===== src/rtl/adc_seq_pkg.sv =====
package adc_seq_pkg;

    localparam int RES_BITS  = 10;
    localparam int CH_W      = 5;
    localparam int WORD_W    = 16;
    localparam int PIN_W     = 8;
    localparam int NUM_AN    = 24;
    localparam logic [CH_W-1:0] PIN_CODE = 5'd24;

    localparam logic [2:0] OPC_HALT   = 3'b000;
    localparam logic [2:0] OPC_SINGLE = 3'b001;
    localparam logic [2:0] OPC_NOP    = 3'b100;
    localparam logic [2:0] OPC_ARM    = 3'b101;

    typedef enum logic [2:0] {
        ST_IDLE,
        ST_ARMED,
        ST_SAMPLE,
        ST_CONVERT,
        ST_PORT
    } seq_state_t;

    typedef enum logic [1:0] {
        OP_HALT,
        OP_SINGLE,
        OP_KEEP,
        OP_ARM
    } seq_op_t;

endpackage


===== src/rtl/cmd_decode.sv =====
module cmd_decode
    import adc_seq_pkg::*;
(
    input  logic [7:0]      hi_byte,
    output seq_op_t         op,
    output logic [CH_W-1:0] chan,
    output logic            pin_mode
);
    logic [2:0] opc;

    assign opc  = hi_byte[7:5];
    assign chan = hi_byte[4:0];

    always_comb begin
        op       = OP_HALT;
        pin_mode = 1'b0;
        unique case (opc)
            OPC_SINGLE: begin
                if (chan < CH_W'(NUM_AN)) begin
                    op = OP_SINGLE;
                end else if (chan == PIN_CODE) begin
                    op       = OP_SINGLE;
                    pin_mode = 1'b1;
                end
            end
            OPC_ARM: begin
                if (chan < CH_W'(NUM_AN)) op = OP_ARM;
            end
            OPC_NOP: op = OP_KEEP;
            default: op = OP_HALT;
        endcase
    end
endmodule


===== src/rtl/trig_filter.sv =====
module trig_filter #(
    parameter int TICK_CYC = 200
) (
    input  logic clk,
    input  logic rst_n,
    input  logic trig_in,
    output logic rise
);
    localparam int TW = (TICK_CYC > 1) ? $clog2(TICK_CYC) : 1;

    logic [1:0]    sync_q;
    logic [TW-1:0] tick_cnt;
    logic          tick;
    logic          samp_q;
    logic          lvl_q;

    assign tick = (tick_cnt == TW'(TICK_CYC - 1));
    assign rise = tick && sync_q[1] && samp_q && !lvl_q;

    always_ff @(posedge clk) begin
        if (!rst_n) begin
            sync_q   <= 2'b00;
            tick_cnt <= '0;
            samp_q   <= 1'b0;
            lvl_q    <= 1'b0;
        end else begin
            sync_q   <= {sync_q[0], trig_in};
            tick_cnt <= tick ? '0 : tick_cnt + 1'b1;
            if (tick) begin
                samp_q <= sync_q[1];
                if (sync_q[1] == samp_q) lvl_q <= sync_q[1];
            end
        end
    end


    rise_needs_low_chk: assert property (@(posedge clk) disable iff (!rst_n)
        rise |=> lvl_q);
endmodule


===== src/rtl/sar_core.sv =====
module sar_core #(
    parameter int BITS = 10
) (
    input  logic                    clk,
    input  logic                    rst_n,
    input  logic                    clr,
    input  logic                    step,
    input  logic [$clog2(BITS)-1:0] idx,
    input  logic                    cmp_in,
    output logic [BITS-1:0]         trial,
    output logic [BITS-1:0]         acc_next
);
    logic [BITS-1:0] acc_q;

    assign trial    = acc_q | (BITS'(1) << idx);
    assign acc_next = cmp_in ? trial : acc_q;

    always_ff @(posedge clk) begin
        if (!rst_n || clr) acc_q <= '0;
        else if (step)     acc_q <= acc_next;
    end
endmodule


===== src/rtl/adc_cmd_seq.sv =====
module adc_cmd_seq
    import adc_seq_pkg::*;
#(
    parameter int SAMPLE_CYC = 4,
    parameter int PORT_CYC   = 10,
    parameter int TICK_CYC   = 200
) (
    input  logic                clk,
    input  logic                rst_n,
    input  logic                cmd_valid,
    input  logic [WORD_W-1:0]   cmd_word,
    input  logic                rx_active,
    input  logic                result_read,
    input  logic                trig_in,
    input  logic                cmp_in,
    input  logic [PIN_W-1:0]    port_pins,
    output logic [CH_W-1:0]     chan_sel,
    output logic [RES_BITS-1:0] sar_code,
    output logic                endc,
    output logic                irq_n,
    output logic [WORD_W-1:0]   result
);
    localparam int MAX_CNT = (SAMPLE_CYC > PORT_CYC) ?
                             ((SAMPLE_CYC > RES_BITS) ? SAMPLE_CYC : RES_BITS) :
                             ((PORT_CYC > RES_BITS) ? PORT_CYC : RES_BITS);
    localparam int CNT_W = $clog2(MAX_CNT + 1);
    localparam int IW    = $clog2(RES_BITS);

    seq_state_t          st_q, st_d;
    logic [CNT_W-1:0]    cnt_q, cnt_d;
    logic [CH_W-1:0]     chan_q, chan_d;
    logic                arm_q, arm_d;
    logic [WORD_W-1:0]   word_q, word_d;
    logic                endc_q, pend_q;
    logic                clr_flag, done, sar_clr, sar_step;

    seq_op_t             dec_op;
    logic [CH_W-1:0]     dec_chan;
    logic                dec_pin;
    logic                trig_rise;
    logic [RES_BITS-1:0] trial, acc_next;
    logic                unused_low;

    assign unused_low = ^cmd_word[7:0];

    cmd_decode u_dec (
        .hi_byte (cmd_word[15:8]),
        .op      (dec_op),
        .chan    (dec_chan),
        .pin_mode(dec_pin)
    );

    trig_filter #(.TICK_CYC(TICK_CYC)) u_trig (
        .clk    (clk),
        .rst_n  (rst_n),
        .trig_in(trig_in),
        .rise   (trig_rise)
    );

    sar_core #(.BITS(RES_BITS)) u_sar (
        .clk     (clk),
        .rst_n   (rst_n),
        .clr     (sar_clr),
        .step    (sar_step),
        .idx     (cnt_q[IW-1:0]),
        .cmp_in  (cmp_in),
        .trial   (trial),
        .acc_next(acc_next)
    );

    // next-state and datapath control
    always_comb begin
        st_d     = st_q;
        cnt_d    = cnt_q;
        chan_d   = chan_q;
        arm_d    = arm_q;
        word_d   = word_q;
        clr_flag = 1'b0;
        done     = 1'b0;
        sar_clr  = 1'b0;
        sar_step = 1'b0;
        if (cmd_valid && dec_op != OP_KEEP) begin
            clr_flag = 1'b1;
            unique case (dec_op)
                OP_SINGLE: begin
                    chan_d  = dec_chan;
                    arm_d   = 1'b0;
                    cnt_d   = '0;
                    sar_clr = 1'b1;
                    st_d    = dec_pin ? ST_PORT : ST_SAMPLE;
                end
                OP_ARM: begin
                    chan_d = dec_chan;
                    arm_d  = 1'b1;
                    st_d   = ST_ARMED;
                end
                default: begin
                    arm_d = 1'b0;
                    st_d  = ST_IDLE;
                end
            endcase
        end else begin
            unique case (st_q)
                ST_IDLE: ;
                ST_ARMED: begin
                    if (trig_rise) begin
                        st_d     = ST_SAMPLE;
                        cnt_d    = '0;
                        sar_clr  = 1'b1;
                        clr_flag = 1'b1;
                    end
                end
                ST_SAMPLE: begin
                    if (cnt_q == CNT_W'(SAMPLE_CYC - 1)) begin
                        st_d  = ST_CONVERT;
                        cnt_d = CNT_W'(RES_BITS - 1);
                    end else begin
                        cnt_d = cnt_q + 1'b1;
                    end
                end
                ST_CONVERT: begin
                    sar_step = 1'b1;
                    if (cnt_q == '0) begin
                        done   = 1'b1;
                        word_d = {acc_next, 1'b0, chan_q};
                        st_d   = arm_q ? ST_ARMED : ST_IDLE;
                    end else begin
                        cnt_d = cnt_q - 1'b1;
                    end
                end
                ST_PORT: begin
                    if (cnt_q == CNT_W'(PORT_CYC - 1)) begin
                        done   = 1'b1;
                        word_d = {port_pins, 2'b00, 1'b0, PIN_CODE};
                        st_d   = ST_IDLE;
                    end else begin
                        cnt_d = cnt_q + 1'b1;
                    end
                end
                default: st_d = ST_IDLE;
            endcase
        end
    end

    // state register
    always_ff @(posedge clk) begin
        if (!rst_n) begin
            st_q   <= ST_IDLE;
            cnt_q  <= '0;
            chan_q <= '0;
            arm_q  <= 1'b0;
            word_q <= '0;
        end else begin
            st_q   <= st_d;
            cnt_q  <= cnt_d;
            chan_q <= chan_d;
            arm_q  <= arm_d;
            word_q <= word_d;
        end
    end

    // completion flag, held back while a frame is arriving
    always_ff @(posedge clk) begin
        if (!rst_n || clr_flag || result_read) begin
            endc_q <= 1'b0;
            pend_q <= 1'b0;
        end else if (done || pend_q) begin
            if (rx_active) begin
                pend_q <= 1'b1;
            end else begin
                endc_q <= 1'b1;
                pend_q <= 1'b0;
            end
        end
    end

    // outputs
    always_comb begin
        chan_sel = chan_q;
        sar_code = (st_q == ST_CONVERT) ? trial : '0;
        endc     = endc_q;
        irq_n    = !endc_q;
        result   = endc_q ? (word_q | WORD_W'(16'h0020)) : '0;
    end


    halt_idle_chk: assert property (@(posedge clk) disable iff (!rst_n)
        (cmd_valid && dec_op == OP_HALT) |=> (st_q == ST_IDLE && !endc_q));

    trial_nonzero_chk: assert property (@(posedge clk) disable iff (!rst_n)
        (st_q == ST_CONVERT) |-> (sar_code != '0));

    read_clear_chk: assert property (@(posedge clk) disable iff (!rst_n)
        result_read |=> !endc_q);

    defer_flag_chk: assert property (@(posedge clk) disable iff (!rst_n)
        $rose(endc_q) |-> !$past(rx_active));

    nop_keep_chk: assert property (@(posedge clk) disable iff (!rst_n)
        (cmd_valid && dec_op == OP_KEEP && st_q == ST_CONVERT && cnt_q != '0)
        |=> (st_q == ST_CONVERT));

    busy_ignore_chk: assert property (@(posedge clk) disable iff (!rst_n)
        (st_q == ST_SAMPLE && !cmd_valid) |=> (st_q == ST_SAMPLE || st_q == ST_CONVERT));
endmodule


===== config.mk =====
export PLATFORM = sky130hd
export DESIGN_NAME = adc_cmd_seq
export DESIGN_NICKNAME = d
export VERILOG_FILES = /design/src/rtl/adc_seq_pkg.sv /design/src/rtl/cmd_decode.sv /design/src/rtl/trig_filter.sv /design/src/rtl/sar_core.sv /design/src/rtl/adc_cmd_seq.sv
export SDC_FILE = /design/constraint.sdc
export NUM_CORES = 1
export LEC_CHECK = 0
export BUFFER_PORTS_ARGS = -buffer_cell sky130_fd_sc_hd__buf_4
export CORE_MARGIN = 8
export CORE_UTILIZATION = 55
export DETAILED_ROUTE_END_ITERATION = 10
export GPL_TIMING_DRIVEN = 0
export PLACE_DENSITY = 0.87
export REMOVE_ABC_BUFFERS = 1
export SLEW_MARGIN = 20
export SYNTH_ARGS = -nofsm -noshare
export SYNTH_HDL_FRONTEND = slang
export SYNTH_HIERARCHICAL = 1
export SYNTH_SLANG_ARGS = --single-unit

===== constraint.sdc =====
create_clock -name clk -period 4.39 [get_ports clk]
set_clock_uncertainty 0.05 [all_clocks]
set_input_delay 0.6585 -clock clk [delete_from_list [all_inputs] [get_ports clk]]
set_output_delay 0.6585 -clock clk [all_outputs]
set_load 0.01 [all_outputs]

# Yosys cells after proc, flatten, opt, wreduce, memory -nomap -nowiden
# Cells that the tools add are included.
# W data, S select, Z words.
dict set report totals {
  register_bits 53
}
dict set report op_classes {
  n_addsub 3
  magnitude_cmp 1
  n_eq_ne 25
  n_shift 1
  mux 42
  n_bitwise 4
  n_reduce_logical 23
}
# operator count
set op_table {}
lappend op_table {{$mux W16} 3}
lappend op_table {{$pmux W16 S2} 1}
lappend op_table {{$mux W4} 6}
lappend op_table {{$mux W10} 2}
lappend op_table {{$mux W3} 6}
lappend op_table {{$ne A3 B3 Y1 const B} 6}
lappend op_table {{$mux W1} 17}
lappend op_table {{$pmux W4 S4} 1}
lappend op_table {{$pmux W3 S5} 1}
lappend op_table {{$or A10 B10 Y10} 1}
lappend op_table {{$reduce_and A5 Y1} 2}
lappend op_table {{$shl A1 B4 Y10 const A} 1}
lappend op_table {{$eq A3 B3 Y1 const B} 3}
lappend op_table {{$add A8 B1 Y8 const B} 1}
lappend op_table {{$eq A8 B8 Y1 const B} 1}
lappend op_table {{$ne A2 B2 Y1 const B} 4}
lappend op_table {{$eq A3 B1 Y1 const B} 2}
lappend op_table {{$eq A3 B2 Y1 const B} 2}
lappend op_table {{$pmux W2 S3} 1}
lappend op_table {{$pmux W3 S2} 1}
lappend op_table {{$reduce_and A2 Y1} 3}
lappend op_table {{$eq A5 B5 Y1 const B} 1}
lappend op_table {{$lt A5 B5 Y1 const B} 1}
lappend op_table {{$reduce_bool A5 Y1} 1}
lappend op_table {{19 further kinds} 31}

# Logic depth before layout (Yosys ltp)
dict set report depth {
  ltp_word 9
  ltp_mapped 9
  depth_no_buf 9
}

# By module
# Netlist, hierarchy kept.
# mod n_inst cells_per_inst area_each_um2 seq_area_each_um2
set modules_own_cells {}
lappend modules_own_cells {adc_cmd_seq 1 231 1934.4 600.6}
lappend modules_own_cells {sar_core 1 67 661.9 200.2}
lappend modules_own_cells {trig_filter 1 54 479.2 240.2}
lappend modules_own_cells {cmd_decode 1 12 87.6 0.0}

# Least setup slack after synthesis
# OpenSTA, ideal clock, no wires.
dict set report synth_timing {
  path_kind {register -> register}
  start {register u_trig.tick_cnt[0]}
  end {register u_sar.acc_q[3]}
  t_arrival_ps 2726
  path_slack_ps 1497
  path_stages_with_launch 9
  n_path_buf 0
  synth_period_minus_slack_ps 2893
  path_cell_list {dfxtp_1 ha_1 nand4_1 or2_2 nor3_1 or4bb_2 o21ai_0 and4b_1 a32o_1}
}
dict set report synth_between {
  elab_chain_cells 8
}
# item line_no
set synth_lines {}
lappend synth_lines {{start, declared} trig_filter.sv:12} ;# logic [TW-1:0] tick_cnt;
lappend synth_lines {{start signal, assigned} trig_filter.sv:28} ;# tick_cnt <= tick ? '0 : tick_cnt + 1'b1;
lappend synth_lines {{$eq A8 B8 Y1} trig_filter.sv:17} ;# assign tick = (tick_cnt == TW'(TICK_CYC - 1));
lappend synth_lines {{$logic_and A1 B1 Y1 (3 in a row)} trig_filter.sv:18} ;# assign rise = tick && sync_q[1] && samp_q && !lvl_q;
lappend synth_lines {{net trig_rise} adc_cmd_seq.sv:40} ;# logic trig_rise;
lappend synth_lines {{$mux W1} adc_cmd_seq.sv:106} ;# if (trig_rise) begin
lappend synth_lines {{$mux W1} adc_cmd_seq.sv:103} ;# unique case (st_q)
lappend synth_lines {{$mux W1} adc_cmd_seq.sv:82} ;# if (cmd_valid && dec_op != OP_KEEP) begin
lappend synth_lines {{net sar_clr} adc_cmd_seq.sv:35} ;# logic clr_flag, done, sar_clr, sar_step;
lappend synth_lines {{$logic_or A1 B1 Y1} sar_core.sv:19} ;# if (!rst_n || clr) acc_q <= '0;
lappend synth_lines {{end signal, assigned} sar_core.sv:20} ;# else if (step) acc_q <= acc_next;
lappend synth_lines {{end, declared} sar_core.sv:13} ;# logic [BITS-1:0] acc_q;
# The timed path passes the listed nets, and every way through them passes these cells.
# A chain may end at the register's enable or synchronous reset.

# Final worst setup path
dict set report layout_timing {
  start {input port cmd_word[15]}
  end {register u_sar.acc_q[2]}
}
dict set report layout_between {
  elab_chain_cells 6
  word_cells_on_any_way 11
  classes_between {eq/ne (5); mux (4); reduce/logical (2)}
}
# item line_no
set layout_lines {}
lappend layout_lines {{start, declared} adc_cmd_seq.sv:11} ;# input logic [WORD_W-1:0] cmd_word,
lappend layout_lines {{$eq A3 B3 Y1 or $eq A3 B1 Y1 (tied branches)} cmd_decode.sv:17} ;# unique case (opc)
lappend layout_lines {{$pmux W2 S3 *} cmd_decode.sv:17}
lappend layout_lines {{net dec_op[0]} adc_cmd_seq.sv:37} ;# seq_op_t dec_op;
lappend layout_lines {{$eq A2 B1 Y1 or $ne A2 B2 Y1 (tied branches)} {adc_cmd_seq.sv:84, adc_cmd_seq.sv:82}}
lappend layout_lines {{$mux W1 or $logic_and A1 B1 Y1 (tied branches)} {adc_cmd_seq.sv:84, adc_cmd_seq.sv:82}}
lappend layout_lines {{$mux W1 *} adc_cmd_seq.sv:82}
lappend layout_lines {{net sar_clr} adc_cmd_seq.sv:35}
lappend layout_lines {{$logic_or A1 B1 Y1 *} sar_core.sv:19}
# Mark *: on every way through the listed nets, which the timed path passes. The rest lies on a longest branch.

==> metrics.md <==
| Metric | Value |
|---|---|
| Status | `complete, no violations` |
| Max-slew headroom | `38.6%` |
| First-pass DRT Iterations | `4` |
| Critical path type | `in2reg` |
| Layout cell share with drive strength beyond 1 | `21.2%` |
| Xor-xnor portion of the synthesized cell area | `1.11%` |
| Die W | `91.8 um` |
| Vias in the first global route | `2,761` |
| Root buf cell | `clkbuf_8` |
| Setup violators final | `0` |
| CP delay by family, top | `simple AND/OR/NAND/NOR gates` |
| Max-cap violation count | `0` |
| Die span in y | `91.8 um` |
| Slowest CP cell | `nor2b_1` |
| Antenna diodes | `0` |
| Cell Count, Final, Fillers Out | `469` |
| Sequential share of the synthesized area | `32.9%` |
| Post-DR vias/cell | `6.06` |
| RD Place Congestion | `0.854` |
| Post-Syn Instances | `364` |
| Worst-path clk slew | `90 ps` |
| Predominant post-synthesis flop cell | `dfxtp_1` |
| Actual slew at the worst max-slew pin | `919 ps` |
| Placed cell count | `461` |
| Post-route minimum period | `3500 ps` |
| Flop2flop setup slack | `1090 ps` |
| Adder-cell share of the synthesized area | `1.98%` |
| Mapped cell area | `3160 um^2` |
| Multiplexer area fraction after synthesis | `0%` |
| Synth Register Bits | `52` |
| CORE AREA | `5540 um^2` |
| CTS tree | `yes` |
| Max VDD drop | `235 uV` |
| Main combinational cell family by area after synthesis | `simple AND/OR/NAND/NOR gates` |
| Crit share post-route | `79.7%` |
| DRC | `0` |
| Layout area overhead | `13.7%` |
| Worst EP arrival | `3700 ps` |
| Asr flop ratio synth | `0%` |
| Post-cts sizing count | `0` |
| Largest net degree at the start of global routing | `41` |
| Remaining global-route overflow | `0` |
| GRT Total Usage | `18.1%` |
| RSZ-0062 raised after global routing | `false` |
| Wire per inst | `16.2 um` |
| Grt met3 use | `5.87%` |
| Hold path startpoint | `u_trig/sync_q[0]` |
| Pre-CTS WS | `615 ps` |
| Final setup TNS | `0 ps` |
| Fin. max-slew vios | `0` |
| Top cells by area, synth | `dfxtp_1 33%, and2_1 5.5%, nand2_1 5.0%` |
| Multi-input logic area | `1920 um^2` |
| Dpl hpwl | `5410 um` |
| Antenna violations before repair | `0` |
| Crit-path max cell delay | `650 ps` |
| Vias after detailed routing | `2,841` |
| Ys Warns | `6` |
| Required @ worst endpoint | `4600 ps` |
| Initial DRC Count | `210` |
| CTS Sinks | `52` |
| Worst setup margin | `892 ps` |
| Initial Util | `57.1%` |
| Met2 Usage GRT | `29.9%` |
| M1 GR Usage | `21.6%` |
| Worst min path class | `reg2reg` |
| Finished Core Util | `64.9%` |
| Post-CTS Setup Inserts | `0` |
| Crit Path Max Fanout | `10` |
| Reg2Reg Launch Point | `u_trig/tick_cnt[0]` |
| Pwr per Cell Area | `256 nW/um^2` |
| Clock latency at the later pin of the worst-skew pair | `310 ps` |
| Die Area | `8430 um^2` |
| Synth area leader | `dfxtp_1` |
| Port Buffer Count | `55` |
| Startpoint class of the critical path | `input pin` |
| Rows | `27` |
| Fin nets | `432` |
| Final ANT Viol Nets | `0` |
| Post-synth EDFFs | `0` |
| Hold buffers post-CTS | `0` |
| Clock Path Buffers | `2` |
| Max Fclk | `0.286 GHz` |
| Most Crowded Layer GR | `met2` |
| Register area | `1040 um^2` |
| Number of buffers and inverters on the critical path | `1` |
| Synthesized area per cell | `8.69 um^2` |
| Most frequent cells after synthesis | `52 x dfxtp_1, 42 x nand2_1, 28 x and2_1, 24 x nand3_1, 13 x nor2_1` |
| Fill count | `485` |
| CP Launch Point | `cmd_word[15]` |
| H-tree depth | `2` |
| Post-synth cell types | `69` |
| Crit end category | `flop` |
| Leakage | `1.56 nW` |
| Final Hold Violating Endpoints | `0` |
| Compound-cell area share of the yosys netlist | `24.0%` |
| Yosys top cell area share | `32.9%` |
| First-pass GRT wire length | `12,800 um` |
| Post-Route WL | `7610 um` |
| Most numerous cell in the Yosys netlist | `dfxtp_1` |
| Cts bufs inserted | `5` |
| Post-Synth Simple-Gate Area | `33.3%` |
| Crit path cell chain | `buf_4 > or4_4 > a31oi_1 > nand2b_2 > and2_1 > o21ai_0 > nor2b_1 > a22o_1` |
| I/O pins | `64` |
-- logic make-up after synthesis --
logic type,after synthesis
and+or+nand+nor,172
DFF,52
adders and majority gates,5
buffers and inverters,39
AOI/OAI and AO/OA,92
xor gates and xnor gates,4
-- where the power goes --
part / leakage [nW] / internal [mW] / switching (mW)
Combinational: 1.10 / 0.0586 / 0.0684
Sequential: 0.421 / 0.481 / 0.0249
Clock: 0.0434 / 0.128 / 0.161
-- placed cells by master, fill, tap and decap left out, types with 8 or more instances in the layout --
| cell | instances |
|---|---|
| nand2_1 | 42 |
| o21ai_0 | 12 |
| a21boi_0 | 10 |
| nor2_1 | 13 |
| and2_1 | 28 |
| o211a_1 | 10 |
| dfxtp_1 | 52 |
| a21o_1 | 8 |
| nand3_1 | 24 |
| buf_4 | 56 |
| a21oi_1 | 8 |
| a31o_1 | 8 |
-- area by class of cell --
type	instances	area share (%)
Multi-Input combinational cell	273	53.3
Timing Repair Buffer	56	11.7
Tap cell	72	2.51
Sequential cell	52	28.9
Clock inverter	2	0.418
Inverter	8	0.835
Clock buffer	6	2.30
-- through the flow --
stage	cell area [um^2]	hold WS (ps)	total power, mW
6_report	3600	397	0.922
5_1_grt	3600	420	0.962
4_1_cts	3600	400	0.929
3_5_place_dp	3500	373	0.642
3_3_place_gp	3490	371	0.638
2_1_floorplan	2980	362	0.593
-- worst paths after layout --
path	depth (start not counted)	endpoint
setup / recovery	8	u_sar/acc_q[2]
hold reg to reg	1	u_trig/sync_q[1]
hold / removal	1	u_trig/sync_q[1]
setup reg to reg	8	u_sar/acc_q[2]
-- state kept, by name (all words and copies together), names as in the netlist --
name,count
endc,1
u_sar/acc_q,10
pend_q,1
word_q,15
cnt_q,4
chan_sel,5
u_trig/tick_cnt,8
arm_q,1
u_trig/samp_q,1
st_q,3
u_trig/sync_q,2
u_trig/lvl_q,1
-- per-layer routing --
metal  share of wire, %  routed length [um]
met5                  0                   0
met3                7.7                 588
met1                 44                3310
met4                1.5                 116
met2                 47                3590
Note: power is estimated with default switching activity, not from simulation.
